--- src/rtl/bb_remap_pkg.sv ---
// Package: shared sizes, window bases and sequencer states for the
// bit-band alias remapper. Assumes a byte-addressed bus whose data width
// is a power of two of at least 16 bits.
package bb_remap_pkg;
    parameter int ADDR_W    = 32;
    parameter int DATA_W    = 32;
    parameter int BB_SPAN_W = 20;              // bit-band window = 2**BB_SPAN_W bytes
    parameter int NUM_WIN   = 2;

    localparam int BIT_IDX_W    = $clog2(DATA_W);          // bit within a bus word
    localparam int LANE_W       = $clog2(DATA_W / 8);      // byte lanes per word
    localparam int ALIAS_SPAN_W = BB_SPAN_W + 3 + LANE_W;  // one alias word per bit
    localparam int WORD_SEL_W   = ALIAS_SPAN_W - BIT_IDX_W - LANE_W;

    parameter logic [ADDR_W-1:0] ALIAS_BASE [NUM_WIN] = '{32'h2200_0000, 32'h4200_0000};
    parameter logic [ADDR_W-1:0] BAND_BASE  [NUM_WIN] = '{32'h2000_0000, 32'h4000_0000};

    typedef enum logic [2:0] {
        ST_IDLE,
        ST_RD_REQ,
        ST_RD_WAIT,
        ST_WR_REQ,
        ST_WR_WAIT,
        ST_RESP
    } seq_state_e;
endpackage

--- src/rtl/bb_alias_decode.sv ---
// Module: bb_alias_decode
// Decodes an upstream address against every alias window. On a hit by a
// data access it gives the downstream word address inside the matching
// bit-band window and the bit index within that word.
// Assumes alias windows are aligned to their own size and do not overlap.
module bb_alias_decode
    import bb_remap_pkg::*;
(
    input  logic [ADDR_W-1:0]    addr,
    input  logic                 fetch,
    output logic                 hit,
    output logic [ADDR_W-1:0]    word_addr,
    output logic [BIT_IDX_W-1:0] bit_idx
);
    logic [NUM_WIN-1:0] win_hit;
    logic [ADDR_W-1:0]  win_word [NUM_WIN];
    logic [ALIAS_SPAN_W-1:0] offset;

    assign offset = addr[ALIAS_SPAN_W-1:0];

    // One comparator and word-address adder per window.
    for (genvar w = 0; w < NUM_WIN; w++) begin : g_win
        assign win_hit[w]  = !fetch &&
            (addr[ADDR_W-1:ALIAS_SPAN_W] == ALIAS_BASE[w][ADDR_W-1:ALIAS_SPAN_W]);
        assign win_word[w] = BAND_BASE[w] +
            ADDR_W'({offset[ALIAS_SPAN_W-1:BIT_IDX_W+LANE_W], {LANE_W{1'b0}}});
    end

    // Select the hit window's word address; bit index is window independent.
    always_comb begin
        hit       = |win_hit;
        word_addr = addr;
        for (int w = 0; w < NUM_WIN; w++) begin
            if (win_hit[w]) word_addr = win_word[w];
        end
        bit_idx = offset[BIT_IDX_W+LANE_W-1:LANE_W];
    end

    // p_onehot_win_r7: windows must never overlap
    always_comb begin
        assert ($onehot0(win_hit)) else $error("p_onehot_win_r7: overlapping windows");
    end
endmodule

--- src/rtl/bb_rmw_seq.sv ---
// Module: bb_rmw_seq
// Single-outstanding sequencer. A non-aliased access becomes one
// downstream transfer. An alias read is one downstream read reduced to one
// bit. An alias write is a locked read followed by a write that changes
// one bit. Assumes downstream responses arrive no earlier than the cycle
// after request acceptance, and that upstream responses are never stalled.
module bb_rmw_seq
    import bb_remap_pkg::*;
(
    input  logic                 clk,
    input  logic                 rst_n,
    input  logic                 up_req_valid,
    output logic                 up_req_ready,
    input  logic [ADDR_W-1:0]    up_req_addr,
    input  logic                 up_req_write,
    input  logic [DATA_W-1:0]    up_req_wdata,
    output logic                 up_rsp_valid,
    output logic [DATA_W-1:0]    up_rsp_rdata,
    input  logic                 dec_hit,
    input  logic [ADDR_W-1:0]    dec_word_addr,
    input  logic [BIT_IDX_W-1:0] dec_bit_idx,
    output logic                 dn_req_valid,
    input  logic                 dn_req_ready,
    output logic [ADDR_W-1:0]    dn_req_addr,
    output logic                 dn_req_write,
    output logic [DATA_W-1:0]    dn_req_wdata,
    output logic                 dn_lock,
    input  logic                 dn_rsp_valid,
    input  logic [DATA_W-1:0]    dn_rsp_rdata
);
    seq_state_e           state_q;
    logic [ADDR_W-1:0]    tgt_q;
    logic                 wr_q;
    logic                 alias_q;
    logic [BIT_IDX_W-1:0] bit_q;
    logic                 newbit_q;
    logic [DATA_W-1:0]    wdata_q;
    logic [DATA_W-1:0]    rsp_q;
    logic [DATA_W-1:0]    merged;

    // Replace the addressed bit of the word just read.
    always_comb begin
        merged         = dn_rsp_rdata;
        merged[bit_q]  = newbit_q;
    end

    // State and request capture.
    always_ff @(posedge clk) begin
        if (!rst_n) begin
            state_q  <= ST_IDLE;
            tgt_q    <= '0;
            wr_q     <= 1'b0;
            alias_q  <= 1'b0;
            bit_q    <= '0;
            newbit_q <= 1'b0;
            wdata_q  <= '0;
            rsp_q    <= '0;
        end else begin
            unique case (state_q)
                ST_IDLE: if (up_req_valid) begin
                    tgt_q    <= dec_hit ? dec_word_addr : up_req_addr;
                    wr_q     <= up_req_write;
                    alias_q  <= dec_hit;
                    bit_q    <= dec_bit_idx;
                    newbit_q <= up_req_wdata[0];
                    wdata_q  <= up_req_wdata;
                    state_q  <= (up_req_write && !dec_hit) ? ST_WR_REQ : ST_RD_REQ;
                end
                ST_RD_REQ: if (dn_req_ready) state_q <= ST_RD_WAIT;
                ST_RD_WAIT: if (dn_rsp_valid) begin
                    if (alias_q && wr_q) begin
                        wdata_q <= merged;
                        state_q <= ST_WR_REQ;
                    end else begin
                        rsp_q   <= alias_q ? DATA_W'(dn_rsp_rdata[bit_q]) : dn_rsp_rdata;
                        state_q <= ST_RESP;
                    end
                end
                ST_WR_REQ: if (dn_req_ready) state_q <= ST_WR_WAIT;
                ST_WR_WAIT: if (dn_rsp_valid) begin
                    rsp_q   <= '0;
                    state_q <= ST_RESP;
                end
                ST_RESP: state_q <= ST_IDLE;
                default: state_q <= ST_IDLE;
            endcase
        end
    end

    // Port decode of the current state.
    always_comb begin
        up_req_ready = (state_q == ST_IDLE);
        up_rsp_valid = (state_q == ST_RESP);
        up_rsp_rdata = rsp_q;
        dn_req_valid = (state_q == ST_RD_REQ) || (state_q == ST_WR_REQ);
        dn_req_write = (state_q == ST_WR_REQ);
        dn_req_addr  = tgt_q;
        dn_req_wdata = wdata_q;
        dn_lock      = alias_q && wr_q &&
                       (state_q inside {ST_RD_REQ, ST_RD_WAIT, ST_WR_REQ, ST_WR_WAIT});
    end

    // p_busy_not_ready_r5: never take a request while a transfer is pending
    p_busy_not_ready_r5: assert property (@(posedge clk) disable iff (!rst_n)
        dn_req_valid |-> !up_req_ready);

    // p_lock_idle_r4: lock is released whenever idle
    p_lock_idle_r4: assert property (@(posedge clk) disable iff (!rst_n)
        up_req_ready |-> !dn_lock);

    // p_lock_release_r4: lock drops only after a downstream response
    p_lock_release_r4: assert property (@(posedge clk) disable iff (!rst_n)
        $fell(dn_lock) |-> $past(dn_rsp_valid));

    // p_lock_write_r3: the write of an alias update is always locked
    p_lock_write_r3: assert property (@(posedge clk) disable iff (!rst_n)
        (dn_req_valid && dn_req_write && alias_q) |-> dn_lock);

    // p_req_hold_r9: a stalled downstream request keeps its address
    p_req_hold_r9: assert property (@(posedge clk) disable iff (!rst_n)
        (dn_req_valid && !dn_req_ready) |=> (dn_req_valid && $stable(dn_req_addr)));

    // p_rsp_pulse_r9: a response lasts one cycle and is followed by idle
    p_rsp_pulse_r9: assert property (@(posedge clk) disable iff (!rst_n)
        up_rsp_valid |=> (!up_rsp_valid && up_req_ready));

    // p_alias_rdata_r1: alias read data carries nothing above bit 0
    p_alias_rdata_r1: assert property (@(posedge clk) disable iff (!rst_n)
        (up_rsp_valid && alias_q && !wr_q) |-> (up_rsp_rdata[DATA_W-1:1] == '0));
endmodule

--- src/rtl/bitband_remap.sv ---
// Module: bitband_remap (top)
// Remaps data accesses in the alias windows to single-bit operations on the
// matching bit-band windows; all other traffic is forwarded unchanged.
// Assumes one upstream master and a downstream bus that honours dn_lock.
module bitband_remap
    import bb_remap_pkg::*;
(
    input  logic              clk,
    input  logic              rst_n,
    input  logic              up_req_valid,
    output logic              up_req_ready,
    input  logic [ADDR_W-1:0] up_req_addr,
    input  logic              up_req_write,
    input  logic [DATA_W-1:0] up_req_wdata,
    input  logic              up_req_fetch,
    output logic              up_rsp_valid,
    output logic [DATA_W-1:0] up_rsp_rdata,
    output logic              dn_req_valid,
    input  logic              dn_req_ready,
    output logic [ADDR_W-1:0] dn_req_addr,
    output logic              dn_req_write,
    output logic [DATA_W-1:0] dn_req_wdata,
    output logic              dn_lock,
    input  logic              dn_rsp_valid,
    input  logic [DATA_W-1:0] dn_rsp_rdata
);
    logic                 dec_hit;
    logic [ADDR_W-1:0]    dec_word_addr;
    logic [BIT_IDX_W-1:0] dec_bit_idx;

    // Address decode of the incoming request.
    bb_alias_decode u_decode (
        .addr      (up_req_addr),
        .fetch     (up_req_fetch),
        .hit       (dec_hit),
        .word_addr (dec_word_addr),
        .bit_idx   (dec_bit_idx)
    );

    // Transfer and read-modify-write sequencing.
    bb_rmw_seq u_seq (
        .clk           (clk),
        .rst_n         (rst_n),
        .up_req_valid  (up_req_valid),
        .up_req_ready  (up_req_ready),
        .up_req_addr   (up_req_addr),
        .up_req_write  (up_req_write),
        .up_req_wdata  (up_req_wdata),
        .up_rsp_valid  (up_rsp_valid),
        .up_rsp_rdata  (up_rsp_rdata),
        .dec_hit       (dec_hit),
        .dec_word_addr (dec_word_addr),
        .dec_bit_idx   (dec_bit_idx),
        .dn_req_valid  (dn_req_valid),
        .dn_req_ready  (dn_req_ready),
        .dn_req_addr   (dn_req_addr),
        .dn_req_write  (dn_req_write),
        .dn_req_wdata  (dn_req_wdata),
        .dn_lock       (dn_lock),
        .dn_rsp_valid  (dn_rsp_valid),
        .dn_rsp_rdata  (dn_rsp_rdata)
    );
endmodule

--- config.mk ---
export PLATFORM = sky130hd
export DESIGN_NAME = bitband_remap
export DESIGN_NICKNAME = d
export VERILOG_FILES = /design/src/rtl/bb_remap_pkg.sv /design/src/rtl/bb_alias_decode.sv /design/src/rtl/bb_rmw_seq.sv /design/src/rtl/bitband_remap.sv
export SDC_FILE = /design/constraint.sdc
export NUM_CORES = 1
export LEC_CHECK = 0
export CORE_MARGIN = 2
export CORE_UTILIZATION = 35
export DETAILED_ROUTE_END_ITERATION = 12
export PLACE_DENSITY = 0.78
export SETUP_SLACK_MARGIN = 0.4
export SLEW_MARGIN = 20
export SYNTH_ARGS = -nofsm -noshare
export SYNTH_HDL_FRONTEND = slang
export SYNTH_SLANG_ARGS = --single-unit
--- constraint.sdc ---
create_clock -name clk -period 1.9 [get_ports clk]
set_clock_uncertainty 0.15 [all_clocks]
set_input_delay 0.57 -clock clk [delete_from_list [all_inputs] [get_ports clk]]
set_output_delay 0.57 -clock clk [all_outputs]
set_load 0.02 [all_outputs]
Word-level counts from Yosys, hierarchy flattened
Index checks and enable logic that the tools add are counted.

word-level totals
  flip-flop bits (word level) = 107
  output and inout port bits = 101
  input port bits = 103

cells by class
  reductions and logical operators = 18
  multiplexer cells = 25
  equal/unequal tests = 14
  add/subtract/negate cells = 2
  $lt $le $gt $ge = 2

operators by type and width
  cell                    number
  $mux 32                 10
  $pmux 32 s2             2
  $add 31x20->32 const A  1
  $bwmux 32               1
  $add 30x20->31 const A  1
  $mux 3                  6
  $pmux 3 s5              1
  $ne 2x2->1 const B      6
  $reduce_and 4->1        2
  $eq 7x5->1 const B      1
  $eq 7x6->1 const B      1
  $eq 3x2->1 const B      2
  $eq 3x3->1 const B      2
  $logic_and 1x1->1       6
  $lt 5x6->1 const B      1
  $bmux 1 s5              1
  $demux 1 s5             1
  $ge 5x1->1 const B      1
  $reduce_and 5->1        1
  $reduce_bool 2->1       2
  $reduce_bool 4->1       1
  $eq 3x1->1 const B      1
  $logic_not 3->1         1
  $logic_not 1->1         2
  other kinds (6)         7

Logic depth before layout (Yosys ltp)
Gate-level depths: netlist of the first run.

  depth after elaboration = 8
  depth in mapped cells = 8
  mapped depth without buffers = 5

Modules after synthesis
A second synthesis of the first run with hierarchy kept.

unflattened totals
  cell total of the unflattened synthesis = 642
  area, all modules = 5,804.3 µm²

modules (own cells, without submodules)
  module           times used  sequential area each (µm²)  area each (µm²)  cells an instance
  bb_rmw_seq       1           2,142.1                     5,370.2          599
  bb_alias_decode  1           0.0                         434.2            43

Worst setup path before layout of the first run
OpenSTA, ideal clock, no wires.

  path type = register -> output
  start = register u_seq.state_q[2]
  end = output port dn_lock
  arrival = 1.359 ns
  path buffers = 1
  stages on the path, launching flop included = 4
  setup slack = -0.179 ns
  cells stage by stage = dfxtp_1 > clkbuf_1 > nor3_1 > nor3_1

on the way
  longest elaborated chain between the ends = 3
  elaborated cells between the ends (all ways) = 6
  those cells by class = eq/ne: 4; reduce/logical: 2

RTL lines
  item                                line                 RTL
  start: declaration                  bb_rmw_seq.sv:31     seq_state_e state_q;
  start signal: assignment            bb_rmw_seq.sv:67     state_q <= (up_req_write && !dec_hit) ? ST_WR_REQ : ST_RD_REQ;
  $eq 3x1->1 (tied with other cells)  bb_rmw_seq.sv:100    (state_q inside {ST_RD_REQ, ST_RD_WAIT, ST_WR_REQ, ST_WR_WAIT});
  $reduce_bool 4->1 (*)               bb_rmw_seq.sv:100
  $logic_and 1x1->1 (*)               bb_rmw_seq.sv:99     dn_lock = alias_q && wr_q &&
  end: declaration                    bitband_remap.sv:23  output logic dn_lock,

Mark *: on every way between the ends. The rest lies on a longest branch, timed or not.

Final worst setup path of the first run
  start = register u_seq.bit_q[1]
  end = register u_seq.rsp_q[0] (netlist: u_seq.up_rsp_rdata[0])

on the way
  longest elaborated chain between the ends = 6

RTL lines
  item                          line              RTL
  start: declaration            bb_rmw_seq.sv:35  logic [BIT_IDX_W-1:0] bit_q;
  start signal: assignment      bb_rmw_seq.sv:64  bit_q <= dec_bit_idx;
  $bmux 1 s5                    bb_rmw_seq.sv:75  rsp_q <= alias_q ? DATA_W'(dn_rsp_rdata[bit_q]) : dn_rsp_rdata;
  $mux 1 (not written as such)  bb_rmw_seq.sv:75
  $mux 32                       bb_rmw_seq.sv:75
  $mux 32                       bb_rmw_seq.sv:71  if (alias_q && wr_q) begin
  $mux 32                       bb_rmw_seq.sv:70  ST_RD_WAIT: if (dn_rsp_valid) begin
  $pmux 32 s2                   bb_rmw_seq.sv:59  unique case (state_q)
  end signal: assignment        bb_rmw_seq.sv:75
  end: declaration              bb_rmw_seq.sv:38  logic [DATA_W-1:0] rsp_q;

No other way between the ends. The select of a mux whose other input is x is not followed.
A chain may end at the register's enable or synchronous reset.

==> results.md, run 1 <==
* Outcome: finished with violations
* Failing checks: negative setup slack
* Peak Freq at 0.4784 GHz
* Layout cells sized above 1 at 61.14%
* Req. time, crit path at 1.97 ns
* Die ar. at 15,510 um2
* H-tree depth at 3
* Syn Nets at 695
* # diodes at 0
* DR DRC count at 0
* Post-Syn Area at 5084 um2
* Reg clk slew, reported paths at 0.08 ns
* Critical path's largest stage delay at 0.49 ns
* Fin. Hold Viols at 0
* Peak supply drop at 0.5168 mV
* DR top layer: met4
* Area taken by multi-input logic gates at 3537 um2
* Crit path DAT at 2.16 ns
* Design Area, Final at 10,810 um2
* Post-synthesis sequential area ratio at 42.14%
* Vias in the first global route at 6,159
* Worst Tran Pin Value at 0.3276 ns
* Die span in y at 124.5 um
* Post-route antenna net violation count at 0
* Final cycle utilization of the critical path at 110.0%
* Clock insertion delay at the later pin of the skew report at 0.35 ns
* Lkg Pwr at 4.634 nW
* Via count at 6,256
* Kind of critical path: flip-flop to flip-flop
* Worst slack at placement at -0.6777 ns
* DIE WIDTH at 124.5 um
* Cell Rows at 44
* P&R area growth vs syn at 112.7%
* Storage element area at 2305 um2
* Global route overflow at 0
* Crit path max-delay cell type: or4b_1
* Pwr/cell area at 748.1 nW/um2
* Count of flip-flops with a built-in enable after synthesis at 0
* Port Buffer Count at 203
* 1st-pass router iterations at 5
* Routed wire length at 23,710 um
* Pin count of the biggest net entering global routing at 65
* I/O pin total at 204
* Core Footprint at 14,370 um2
* Fin Hold WS at 0.3026 ns
* First-pass GRT wire length at 33,610 um
* Initial antenna violation count at 0
* CP startpoint kind: flip-flop
* Most common cell after layout, fill and taps aside: buf_4
* Most frequently used flop master after synthesis: dfxtp_1
* Final nets at 1,063
* Root buf cell: clkbuf_16
* RePlAce Congestion at 0.8690
* Yosys reg bits at 107
* Max cap viols at 0
* Max-slew violation count at 0
* Crit-path cells: buf_6, mux2i_1, buf_4, nor2_1, or4b_1, a222oi_1, a221oi_1
* Distinct cells, synth at 41
* Synth warnings at 0
* CTS Sinks at 107
* Most frequent cells in the layout: 142 x buf_4, 124 x buf_6, 88 x dfxtp_2
* Final cell count without fillers at 1,149
* Cells after DPL at 1,027
* Crit path max fanout at 3
* 1st-iter DRT viols at 382
* RSZ-0062 raised after global routing: true
* HP Class: input port to flip-flop
* Power, Total at 8.087 mW
* Slew margin rel. at 77.53%
* Mapped Cells at 592
* Clock Tree Buf Depth at 2
* Initial Util at 35.38%
* FF-to-FF path depth at 7
* Post-detail-place hpwl at 13,520 um
* Drt via density at 5.445
* CP Capture Type: flip-flop
* Overall Global Routing Usage at 27.26%
* M1 WL at 8857 um
* Met3 routed wirelength at 1740 um
* Setup WS post-layout at -0.1903 ns
* Clock period minus final worst setup slack at 2.090 ns
* Async set-reset flop share out of synthesis at 0%
* Met2 routed WL at 12,190 um
* CTS tree: done
* Mean Syn Cell Area at 8.587 um2
* Num CTS Buffers at 9
* Setup-failing EPs final at 42
* Fillers at 876
* Cell Area, Placed at 8255 um2
* WL/cell at 20.64 um
* Post-CTS Hold Fix Bufs at 0
* Worst Hold Depth at 3
==> routing by layer <==
layer	vias to the layer above	global-route usage (%)
li1	2879	-
met1	3012	31.67
met2	297	48.79
met3	68	6.615
met4	0	9.385
met5	-	0
==> registers in the layout, indices dropped and copies added (netlist names) <==
signal	cells
u_seq.dn_req_addr	32
u_seq.dn_req_wdata	32
u_seq.up_rsp_rdata	32
u_seq.bit_q	5
u_seq.state_q	3
u_seq.alias_q	1
u_seq.newbit_q	1
u_seq.wr_q	1
==> cells in the mapped netlist, types with 3 or more instances <==
cell      count  area, um2
buf_4         5      37.54
nand2b_1      3      18.77
mux4_2        5      112.6
a211oi_1     18      135.1
nand4_1       3      18.77
a31oi_1       8      50.05
nand2_1      49      183.9
mux2i_1      50      500.5
nor2b_1       9      56.30
nor2_1      105      394.1
buf_1         3      11.26
o21ai_0       6      30.03
a22oi_1      32      240.2
nand3_1      18      90.09
a21oi_1      50      250.2
buf_6         3      33.78
nor3_1        8      40.04
dfxtp_1     107       2142
and2_1        3      18.77
clkbuf_1     23      86.33
inv_1         5      18.77
a22o_1       33      289.0
buf_2        20      100.1
nor3b_1       4      30.03
==> layout make-up <==
| type | count | area share (%) |
|---|---|---|
| clock buffer | 11 | 2.338 |
| inverter | 5 | 0.1736 |
| tap | 184 | 2.130 |
| timing repair buffer | 412 | 40.97 |
| sequential | 107 | 21.32 |
| multi-input combinational | 425 | 32.72 |
| clock inverter | 5 | 0.3472 |
==> cell families (layout without fill, tap and decap cells) <==
group                     after synthesis  in the layout  share of synthesized area (%)
AOI/OAI and AO/OA                     156            156                          20.97
buffers and inverters                  60            433                          5.759
DFF                                   107            107                          42.14
muxes                                  55             55                          12.06
and+or+nand+nor                       213            213                          18.90
xor gates and xnor gates                1              1                         0.1723
==> final timing paths <==
kind / startpoint / endpoint / slack, ns
setup / recovery: u_seq.bit_q[1] / u_seq.up_rsp_rdata[0] / -0.19
hold / removal: up_req_addr[26] / u_seq.dn_req_addr[26] / 0.30
setup reg to reg: u_seq.bit_q[1] / u_seq.up_rsp_rdata[0] / -0.19
hold reg to reg: u_seq.dn_req_addr[27] / u_seq.dn_req_addr[27] / 0.32
==> worst max-delay path: cells and delay by family, from the launching register on <==
kind                   cells  cell delay [ns]
DFF                        1             0.39
AOI/OAI and AO/OA          2             0.43
muxes                      1             0.19
and+or+nand+nor            2             0.53
buffers and inverters      2             0.26
==> power breakdown <==
| part | total [mW] | internal [mW] | switching [mW] |
|---|---|---|---|
| clock | 1.86 | 0.965 | 0.891 |
| combinational | 3.51 | 1.90 | 1.61 |
| sequential | 2.72 | 2.52 | 0.201 |
| total | 8.09 | 5.39 | 2.70 |
==> timing repair <==
item,CTS,global route
endpoints found under the setup margin,208,208
gates resized for setup,887,73
setup buffers,41,48
pin swaps,107,53
cloned,15,2
==> stage by stage <==
stage | util [%] | TNS [ns]
global placement | 57.45 | -30.13
detailed placement | 57.45 | -31.40
CTS | 70.53 | -3.225
global route | 75.24 | -7.731
finish | 75.24 | -5.218
floorplan | - | 0
No activity file was read; power rests on OpenSTA's default activity.
==> inputs of run 2 (changes only) <==
PLACE_DENSITY = 0.79   (was 0.78)
==> results.md, run 2 (synthesis gave the netlist of run 1 again) <==
* Clock period minus final worst setup slack at 2.097 ns
* Die span in y at 124.5 um
* Crit path max fanout at 2
* Failing checks: negative setup slack
* Req. time, crit path at 1.98 ns
* 1st-iter DRT viols at 398
* 1st-pass router iterations at 5
* Slew margin rel. at 65.69%
* Vias in the first global route at 6,402
* Reg-to-reg slack, setup at -0.19 ns
* Fin. Hold Viols at 0
* Final nets at 1,070
* Post-detail-place hpwl at 13,320 um
* GR Util met1 at 31.18%
* I/O pin total at 204
* Post-route antenna net violation count at 0
* Crit path from: dn_rsp_rdata[23]
* CTS Sinks at 107
* Most crowded layer after global routing: met2
* WL/cell at 21.38 um
* Pin count of the biggest net entering global routing at 33
* Most frequent cells in the layout: 151 x buf_4, 131 x buf_6, 98 x dfxtp_2
* Initial Util at 35.38%
* FF-to-FF path depth at 7
* H-tree depth at 3
* Worst Tran Pin Value at 0.5147 ns
* RSZ-0062 raised after global routing: true
* Global route overflow at 0
* Crit path DAT at 2.17 ns
* Lkg Pwr at 4.689 nW
* Setup-failing EPs final at 42
* Clock insertion delay at the later pin of the skew report at 0.36 ns
* Cell Rows at 44
* Core Footprint at 14,370 um2
* CTS tree: done
* Max-slew violation count at 0
* First-pass GRT wire length at 35,450 um
* Reg-to-Reg End: u_seq.up_rsp_rdata[0]
* Final cycle utilization of the critical path at 110.4%
* Via count at 6,394
* Worst setup endpoint: u_seq.up_rsp_rdata[0]
* CP startpoint kind: input port
* Fillers at 812
* Met3 Usage GRT at 9.751%
* Peak Freq at 0.4769 GHz
* Pwr/cell area at 769.6 nW/um2
* Drt via density at 5.526
* Cells after DPL at 1,019
* Final cell count without fillers at 1,157
* Post-CTS Hold Fix Bufs at 0
* R2r startpoint: u_seq.bit_q[1]
* Max cap viols at 0
* Setup TNS at -2.800 ns
* Die ar. at 15,510 um2
* Most common cell after layout, fill and taps aside: buf_4
* Initial antenna violation count at 1
* Num CTS Buffers at 9
* Layout cells sized above 1 at 63.27%
* DR DRC count at 0
* Port Buffer Count at 203
* Kind of critical path: input port to flip-flop
* Peak supply drop at 0.4961 mV
* Overall Global Routing Usage at 29.02%
* DIE WIDTH at 124.5 um
* P&R area growth vs syn at 114.3%
* Clock Tree Buf Depth at 2
* RePlAce Congestion at 0.9323
* Met2 GRT Util at 50.21%
* HP Class: input port to flip-flop
* Root buf cell: clkbuf_16
* Outcome: finished with violations
* Setup WS post-layout at -0.1967 ns
* Routed wire length at 24,740 um
* Fin Hold WS at 0.2942 ns
* CP Capture Type: flip-flop
* Reg clk slew, reported paths at 0.07 ns
==> run 2: power breakdown <==
group          internal, mW  switching (mW)
clock                  1.23           0.903
sequential             2.52           0.203
combinational          1.89            1.63
==> run 2: area by class of cell <==
| class | instances | area (um2) | area share (%) |
|---|---|---|---|
| flip-flops and latches | 107 | 2283 | 20.96 |
| clock buffers | 11 | 252.7 | 2.320 |
| diodes | 1 | 2.502 | 0.02297 |
| inverters | 5 | 18.77 | 0.1723 |
| clock inverters | 5 | 82.58 | 0.7581 |
| multi-input cells | 425 | 3590 | 32.95 |
| well taps | 184 | 230.2 | 2.113 |
| repair buffers | 419 | 4433 | 40.70 |
==> run 2: metrics by stage <==
stage	power, mW	cell area (um2)	setup slack (ns)	util (%)
6_report	8.383	10890	-0.1967	75.81
5_1_grt	8.702	10890	-0.2310	75.81
3_5_place_dp	4.969	8133	-0.6370	56.60
2_1_floorplan	3.886	5439	0.02556	-
4_1_cts	8.013	10260	-0.1754	71.40
3_3_place_gp	4.938	8133	-0.6246	56.60
==> run 2: how the worst min path moves through the flow <==
stage,slack (ns),depth (start not counted),end,start
floorplan,0.31,2,u_seq.wr_q,u_seq.wr_q
global placement,0.29,2,u_seq.newbit_q,u_seq.newbit_q
detailed placement,0.30,2,u_seq.dn_req_addr[1],u_seq.dn_req_addr[1]
CTS,0.29,3,u_seq.dn_req_addr[27],up_req_addr[27]
global route,0.29,3,u_seq.dn_req_addr[27],up_req_addr[27]
finish,0.29,3,u_seq.dn_req_addr[27],up_req_addr[27]
==> run 2: worst max-delay path: stages <==
cell and delay (ns):
clkdlybuf4s50_1 0.45, mux2i_1 0.26, o22ai_2 0.14, or3_1 0.31, a222oi_1 0.32, a221oi_1 0.12
==> run 2: what timing repair did <==
| item | CTS | global route |
|---|---|---|
| cloned | 17 | 1 |
| pin swaps | 130 | 88 |
| buffers inserted | 59 | 44 |
| setup endpoints to repair | 208 | 208 |
| hold endpoints to repair | 0 | 0 |
| resized for setup | 916 | 64 |
==> run 2: metal layers <==
layer	routed length [um]	part of all wire, %	vias to the layer above
met5	0	0	-
met2	12320	50	344
met4	1388	5.6	0
met3	2025	8.2	94
li1	-	-	2878
met1	9003	36	3078
==> inputs of run 3 (changes only) <==
GPL_TIMING_DRIVEN = 0   (was default)
==> results.md, run 3 (synthesis gave the netlist of run 1 again) <==
* Outcome: finished with violations
* Failing checks: negative setup slack
* Kind of critical path: flip-flop to output port
* Critical path's largest stage delay at 0.37 ns
* Clock Tree Buf Depth at 2
* Reg-to-reg slack, setup at -0.05 ns
* CP startpoint kind: flip-flop
* Initial Util at 35.38%
* DIE WIDTH at 124.5 um
* Layout cells sized above 1 at 61.30%
* Logic gate share of total power at 40.5%
* Initial antenna violation count at 1
* P&R area growth vs syn at 106.0%
* Num CTS Buffers at 9
* Internal power at 5.467 mW
* Fillers at 885
* First-pass GRT wire length at 31,990 um
* RSZ-0062 raised after global routing: true
* CTS tree: done
* Crit-path leading delay family: flip-flops
* Crit-path cells: clkbuf_16, nor3_4, nor3_2, buf_4
* I/O pin total at 204
* Peak supply drop at 0.5010 mV
* CP Capture Type: output port
* Die span in y at 124.5 um
* Setup-failing EPs final at 6
* Global route overflow at 0
* Cell Rows at 44
* Post-route antenna net violation count at 0
* Port Buffer Count at 203
* Worst Tran Pin Value at 0.5072 ns
* Crit path DAT at 1.28 ns
* Cell Area, Placed at 7701 um2
* Sw Pwr at 2.721 mW
* Max cap viols at 0
* HP Class: input port to flip-flop
* Post-CTS Hold Fix Bufs at 0
* Reg clk slew, reported paths at 0.08 ns
* Via count at 6,200
* Clock period minus final worst setup slack at 2.004 ns
* Seq pwr share at 33.3%
* 1st-iter DRT viols at 417
* Pwr/cell area at 781.9 nW/um2
* Design Area, Final at 10,470 um2
* Setup WS post-layout at -0.1036 ns
* WL/cell at 21.00 um
* Final cell count without fillers at 1,111
* Clock insertion delay at the later pin of the skew report at 0.36 ns
* Pin count of the biggest net entering global routing at 18
* Most common cell after layout, fill and taps aside: buf_6
* Req. time, crit path at 1.18 ns
* Overall Global Routing Usage at 25.83%
* 1st-pass router iterations at 5
* Root buf cell: clkbuf_16
* Most frequent cells in the layout: 141 x buf_6, 101 x dfxtp_2, 79 x buf_4
* Die ar. at 15,510 um2
* Crit path max fanout at 4
* Routed wire length at 23,330 um
* Fin. Hold Viols at 0
* DR DRC count at 0
* Crit path max-delay cell type: dfxtp_4
* Drt via density at 5.581
* Cells after DPL at 979
* Peak Freq at 0.4991 GHz
* Sw Share at 33.23%
* Power, Total at 8.188 mW
* Final core occ at 72.88%
* Max-slew violation count at 0
* Lkg Pwr at 4.408 nW
* Post-detail-place hpwl at 13,830 um
* H-tree depth at 3
* Core Footprint at 14,370 um2
* Vias in the first global route at 5,887
* RePlAce Congestion at 0.8442
* Setup TNS at -0.4369 ns
* Clock power frac at 26.3%
* Final cycle utilization of the critical path at 105.5%
* CTS Sinks at 107
* Final nets at 1,023
* CP Buf/Inv Count at 2
* Slew margin rel. at 66.19%
[run 3: changes by cell type in the layout (fill, tap and decap cells not counted), moves of 9 or more]
cell,change
dlygate4sd2_1,+9
nor2_4,+11
clkdlybuf4s50_1,-17
buf_4,-72
buf_6,+10
buf_16,-13
[run 3: worst paths after layout]
path / from / endpoint / cells past startpoint
worst min-delay path: up_req_addr[26] / u_seq.dn_req_addr[26] / 3
worst max-delay path: u_seq.state_q[2] / dn_lock / 4
worst max register to register: u_seq.bit_q[1] / u_seq.up_rsp_rdata[0] / 6
worst min register to register: u_seq.dn_req_addr[21] / u_seq.dn_req_addr[21] / 2
[run 3: tightest hold or removal path, stage by stage]
cell	delay [ns]
buf_6	0.11
nand2_4	0.06
a21oi_2	0.04
[run 3: layout make-up]
cell class / instances / area [um2] / share of cell area (%)
clock inverters: 5 / 83.83 / 0.8006
multi-input cells: 425 / 3692 / 35.26
well taps: 184 / 230.2 / 2.199
diodes: 2 / 5.005 / 0.04780
flip-flops and latches: 107 / 2280 / 21.77
repair buffers: 317 / 3252 / 31.06
clock buffers: 11 / 252.7 / 2.414
plain buffers: 55 / 654.4 / 6.249
inverters: 5 / 21.27 / 0.2031
[run 3: routing by layer]
| layer | vias to the layer above | share of wire, % | routed length (um) | track usage (%) |
|---|---|---|---|---|
| met2 | 325 | 51 | 12000 | 44.87 |
| met5 | - | 0 | 0 | 0 |
| met1 | 3010 | 37 | 8724 | 30.49 |
| met4 | 0 | 3.6 | 831 | 9.518 |
| met3 | 79 | 7.6 | 1773 | 6.916 |
| li1 | 2786 | - | - | - |
[run 3: metrics by stage]
stage / hold WS, ns / worst slack [ns]
after floorplan: 0.3126 / 0.02556
after global placement: 0.2917 / -0.7678
after detailed placement: 0.2995 / -0.7728
after CTS: 0.3139 / -0.08437
after global routing: 0.3132 / -0.1543
final: 0.3051 / -0.1036
[run 3: power groups by stage]
stage	Clock (mW)	Sequential [mW]	Combinational, mW
2_1_floorplan	0	2.90	0.989
3_3_place_gp	0	2.66	2.16
3_5_place_dp	0	2.66	2.18
4_1_cts	2.14	2.70	2.74
5_1_grt	2.23	2.75	3.47
6_report	2.15	2.72	3.31
[run 3: timing repair]
item	4_1_cts	5_1_grt
gates resized for setup	898	176
endpoints found under the setup margin	208	208
cloned	7	7
setup buffers	60	40
pin swaps	99	103
